`src/rtl/regfile_bypass_pkg.sv`:
```
package regfile_bypass_pkg;

    localparam int unsigned RF_DEPTH_DEFAULT = 32;
    localparam int unsigned RF_WIDTH_DEFAULT = 32;
    localparam int unsigned RF_READS_DEFAULT = 2;

    // Which source a read port forwards to its output.
    typedef enum logic [1:0] {
        SRC_ZERO  = 2'd0,
        SRC_WB    = 2'd1,
        SRC_ARRAY = 2'd2
    } rd_src_e;

endpackage

```
`src/rtl/rf_store_array.sv`:
```
module rf_store_array #(
    parameter int unsigned DEPTH = 32,
    parameter int unsigned WIDTH = 32,
    parameter int unsigned NRD   = 2,
    localparam int unsigned AW   = $clog2(DEPTH)
) (
    input  logic                       clk,
    input  logic                       rst_n,
    input  logic                       wr_en,
    input  logic [AW-1:0]              wr_addr,
    input  logic [WIDTH-1:0]           wr_data,
    input  logic [NRD-1:0][AW-1:0]     rd_addr,
    output logic [NRD-1:0][WIDTH-1:0]  rd_data
);

    typedef struct packed {
        logic [DEPTH-1:0][WIDTH-1:0] mem;
    } store_t;

    store_t st_d, st_q;

    // Next-state: only non-zero entries are ever written.
    always_comb begin
        st_d = st_q;
        for (int unsigned i = 1; i < DEPTH; i++) begin
            if (wr_en && (wr_addr == AW'(i))) begin
                st_d.mem[i] = wr_data;
            end
        end
        st_d.mem[0] = '0;
    end

    always_ff @(posedge clk) begin
        if (!rst_n) begin
            st_q <= '0;
        end else begin
            st_q <= st_d;
        end
    end

    // Asynchronous read of the committed contents.
    for (genvar p = 0; p < NRD; p++) begin : g_rd
        assign rd_data[p] = st_q.mem[rd_addr[p]];
    end

endmodule

```
`src/rtl/rf_read_port.sv`:
```
module rf_read_port
    import regfile_bypass_pkg::*;
#(
    parameter int unsigned AW    = 5,
    parameter int unsigned WIDTH = 32
) (
    input  logic [AW-1:0]    rd_addr,
    input  logic [WIDTH-1:0] arr_data,
    input  logic             wb_en,
    input  logic [AW-1:0]   wb_addr,
    input  logic [WIDTH-1:0] wb_data,
    output logic [WIDTH-1:0] rd_data
);

    rd_src_e src;
    logic    addr_is_zero;
    logic    hit;

    // Comparator: a live, non-zero write-back aimed at this address.
    always_comb begin
        addr_is_zero = (rd_addr == '0);
        hit          = wb_en && (wb_addr == rd_addr) && !addr_is_zero;
        if (addr_is_zero) begin
            src = SRC_ZERO;
        end else if (hit) begin
            src = SRC_WB;
        end else begin
            src = SRC_ARRAY;
        end
    end

    // Output multiplexer.
    always_comb begin
        unique case (src)
            SRC_ZERO:  rd_data = '0;
            SRC_WB:    rd_data = wb_data;
            SRC_ARRAY: rd_data = arr_data;
            default:   rd_data = '0;
        endcase
    end

endmodule

```
`src/rtl/regfile_bypass.sv`:
```
module regfile_bypass
    import regfile_bypass_pkg::*;
#(
    parameter int unsigned DEPTH = RF_DEPTH_DEFAULT,
    parameter int unsigned WIDTH = RF_WIDTH_DEFAULT,
    localparam int unsigned AW   = $clog2(DEPTH),
    localparam int unsigned NRD  = RF_READS_DEFAULT
) (
    input  logic             clk,
    input  logic             rst_n,
    input  logic [AW-1:0]    rd_addr_a,
    output logic [WIDTH-1:0] rd_data_a,
    input  logic [AW-1:0]    rd_addr_b,
    output logic [WIDTH-1:0] rd_data_b,
    input  logic             wb_en,
    input  logic [AW-1:0]    wb_addr,
    input  logic [WIDTH-1:0] wb_data
);

    logic [NRD-1:0][AW-1:0]    rd_addr_v;
    logic [NRD-1:0][WIDTH-1:0] arr_data_v;
    logic [NRD-1:0][WIDTH-1:0] rd_data_v;

    assign rd_addr_v[0] = rd_addr_a;
    assign rd_addr_v[1] = rd_addr_b;

    rf_store_array #(
        .DEPTH (DEPTH),
        .WIDTH (WIDTH),
        .NRD   (NRD)
    ) u_store (
        .clk     (clk),
        .rst_n   (rst_n),
        .wr_en   (wb_en),
        .wr_addr (wb_addr),
        .wr_data (wb_data),
        .rd_addr (rd_addr_v),
        .rd_data (arr_data_v)
    );

    for (genvar p = 0; p < NRD; p++) begin : g_port
        rf_read_port #(
            .AW    (AW),
            .WIDTH (WIDTH)
        ) u_port (
            .rd_addr  (rd_addr_v[p]),
            .arr_data (arr_data_v[p]),
            .wb_en    (wb_en),
            .wb_addr  (wb_addr),
            .wb_data  (wb_data),
            .rd_data  (rd_data_v[p])
        );
    end

    assign rd_data_a = rd_data_v[0];
    assign rd_data_b = rd_data_v[1];

endmodule

```
`config.mk`:
```
export PLATFORM = sky130hd
export DESIGN_NAME = regfile_bypass
export DESIGN_NICKNAME = d
export VERILOG_FILES = /design/src/rtl/regfile_bypass_pkg.sv /design/src/rtl/rf_store_array.sv /design/src/rtl/rf_read_port.sv /design/src/rtl/regfile_bypass.sv
export SDC_FILE = /design/constraint.sdc
export NUM_CORES = 2
export LEC_CHECK = 0
export BUFFER_PORTS_ARGS = -buffer_cell sky130_fd_sc_hd__buf_4
export CAP_MARGIN = 20
export CORE_ASPECT_RATIO = 0.8
export CORE_MARGIN = 8
export CORE_UTILIZATION = 37
export CTS_CLUSTER_SIZE = 16
export DETAILED_ROUTE_END_ITERATION = 12
export HOLD_SLACK_MARGIN = 0.15
export SLEW_MARGIN = 30
export SYNTH_ARGS = -nofsm -noshare
export SYNTH_HDL_FRONTEND = slang
export SYNTH_HIERARCHICAL = 1
export SYNTH_SLANG_ARGS = --single-unit
```
`constraint.sdc`:
```
create_clock -name clk -period 4.7 [get_ports clk]
set_input_delay 0.47 -clock clk [delete_from_list [all_inputs] [get_ports clk]]
set_output_delay 0.47 -clock clk [all_outputs]
set_load 0.005 [all_outputs]
```
==> flow_summary.json <==
{
  "io-pin-count": 114,
  "path_delay_family": "buffers and inverters",
  "dp_hpwl_mm": 130,
  "dieArea_um2": 162000,
  "report.final.hold_viol_count": 0,
  "cp-start-kind": "input port",
  "fmax_ghz": 0.245,
  "drc": 0,
  "synth_area_um2": 55200,
  "largestRegisters": "u_store/st_q x992",
  "gr-total-overflow": 0,
  "rsz0062_at_grt": "no",
  "clk_latency_ns": 0.70,
  "slew_headroom_pct": 26.8,
  "drive_gt1_share_pct": 9.98,
  "grt_max_degree": 161,
  "grt_pass1_vias": 48465,
  "initial_core_util_pct": 37.3,
  "grt_pass1_wl_mm": 319,
  "hp-class": "input port to flop",
  "worstPathArrival_ns": 3.61,
  "cp_slowest_stage_delay_ns": 0.62,
  "regMostFlops": "u_store/st_q",
  "cts_sinks": 992,
  "cts-buffers-inserted": 112,
  "crit_path_frequent_cell": "buf_4",
  "p_per_area_nw_per_um2": 330,
  "cts_tree": "built",
  "io_buffers": 113,
  "rows": 126,
  "drt-total-wl_mm": 217,
  "crit_start": "rd_addr_a[0]",
  "ys_ff_latch": 992,
  "tightest_slew_ns": 1.10,
  "crit_buf_inv": 3,
  "status": "completed",
  "grt.total_usage_pct": 25.3,
  "clk_pin_slew_worst_paths_ns": 0.06,
  "worst_hold_startpoint": "wb_data[14]",
  "fin_nets": 6592,
  "slowest_stage": "buf_4",
  "finalSetupViolCount": 0,
  "layout_commonest_cell": "nand2_1",
  "fillCellCount": 14848,
  "area_growth_syn_to_layout_pct": 11.1,
  "ys_top_cells_by_area": "dfxtp_1 (36%), nand2_1 (15%), mux2i_1 (14%)",
  "irDropWorstVdd_v": 0.000297,
  "critical_path_class": "input port to output pin",
  "root_buffer": "clkbuf_16",
  "syn_nets": 6876,
  "dr.pass1.iters": 9,
  "clk_path_buf_depth": 3,
  "power_leakage_nw": 21.6,
  "cts.htree.levels": 3,
  "die_w_um": 448,
  "synth.distinct_cells": 40,
  "placed_cells": 8411,
  "tns_ns": 0,
  "die_height_um": 362,
  "postSynthCellCount": 6826,
  "synth_top_area_cell": "dfxtp_1",
  "maxCapViolations": 0,
  "post_cts_resized": 0,
  "coreArea_um2": 148000,
  "synth_top_area_share_pct": 36.0,
  "drtIter0Drc": 5775,
  "layout.cells.non_filler": 8628,
  "gp_congestion": 0.952,
  "cts-hold-fix-buffers": 0,
  "period_needed_ns": 4.08,
  "antenna_found_initial": 5,
  "ys_seq_area_share_pct": 36.0,
  "endpoint_kind": "output pin",
  "yosysWarnings": 6,
  "largest_register_ffs": 992,
  "final_cell_mix": "nand2_1 (2207), dfxtp_1 (992), mux2i_1 (768), a21boi_0 (755), a22oi_1 (256)",
  "vias_per_cell": 5.89,
  "ant_nets": 0,
  "wire_per_inst_um": 25.1,
  "worstPathCellList": "buf_4 -> nor2b_4 -> buf_4 -> a22oi_1 -> a31oi_1 -> nand3_1 -> nand2_1 -> o21ai_0 -> buf_4",
  "timing.final.crit_share_pct": 86.8,
  "post_synth.cell_area_avg_um2": 8.09,
  "slew_violations": 0,
  "post_cts_buffers": 0,
  "cp.required_ns": 4.23,
  "clock_skew_ns": 0,
  "timing.rr.start": "u_store/st_q[166]",
  "vias": 50826,
  "crit_fanout": 36
}
[cells in the mapped netlist]
cell	n
dfxtp_1	992
a31oi_1	64
nor3_1	66
buf_4	41
a21boi_0	755
nor3_4	2
or2_2	2
nor2_1	17
a221oi_1	64
mux4_2	64
xor2_1	8
nand2_2	2
nand2b_4	2
o21ai_0	44
nor2b_1	74
mux2i_1	768
a22oi_1	256
or2_4	1
nor2_4	3
a21boi_1	237
and2_0	1
buf_2	235
and2_1	7
nand2_4	1
nor2_2	3
clkbuf_1	393
mux2_2	64
nand2b_1	5
nand3_1	192
a21oi_1	128
buf_1	9
nor4_4	8
nand2_1	2211
or2_1	2
nor4_2	2
xnor2_1	2
nor3_2	10
o21ai_1	20
nand4_1	65
buf_6	6
[tightest hold or removal path, stage by stage]
cell,delay [ns]
buf_4,0.23
nand2_1,0.10
a21boi_1,0.06
[stage by stage]
step           setup slack, ns  area (µm²)  power (mW)  hold WS (ns)  util [%]
2_1_floorplan             2.27       55200        10.0         0.441         -
3_3_place_gp             0.790       57300        10.9         0.450      38.8
3_5_place_dp             0.756       57300        10.9         0.459      38.8
4_1_cts                  0.749       61300        20.3         0.174      41.5
5_1_grt                  0.588       61400        20.8         0.203      41.5
6_report                 0.619       61400        20.3         0.215      41.5
[cell families (layout without fill, tap and decap cells)]
group / Yosys count / after routing / share of synthesized area [%]
buf+inv: 684 / 499 / 5.54
mux: 896 / 896 / 17.8
compound gates: 1568 / 1568 / 20.4
other cells: 0 / 3 / 0
flops: 992 / 992 / 36.0
simple gates: 2676 / 2676 / 20.0
xor+xnor: 10 / 10 / 0.159
[cell type report]
class                           instances  area (µm²)  share of cell area, %
Tap cell                             1984        2480                   4.05
Antenna cell                            3        7.51                 0.0122
Multi-Input combinational cell       5150       32500                   53.0
Timing Repair Buffer                  286        2530                   4.12
Clock buffer                          162        3260                   5.32
Clock inverter                         51         718                   1.17
Sequential cell                       992       19900                   32.4
[path summary, 6_finish.rpt]
check                      endpoint  slack [ns]  cells after the start
setup / recovery      rd_data_a[13]        0.62                      9
hold reg to reg   u_store/st_q[226]        0.47                      2
setup reg to reg  u_store/st_q[166]        3.93                      2
hold / removal    u_store/st_q[782]        0.21                      3
[where the power goes]
| group | internal (mW) | leakage (nW) | switching, mW |
|---|---|---|---|
| sequential | 8.47 | 8.00 | 0.0477 |
| combinational | 0.754 | 11.7 | 1.49 |
| clock | 5.69 | 1.96 | 3.80 |
[metal layers]
metal / global-route usage (%) / vias to the layer above / share of wire (%)
met2: 38.9 / 2668 / 44
met4: 10.6 / 2 / 4.5
met5: 0 / - / 0.0092
li1: - / 22950 / -
met1: 34.4 / 24661 / 42
met3: 5.35 / 545 / 9.5
Note: power is estimated with default switching activity, not from simulation.
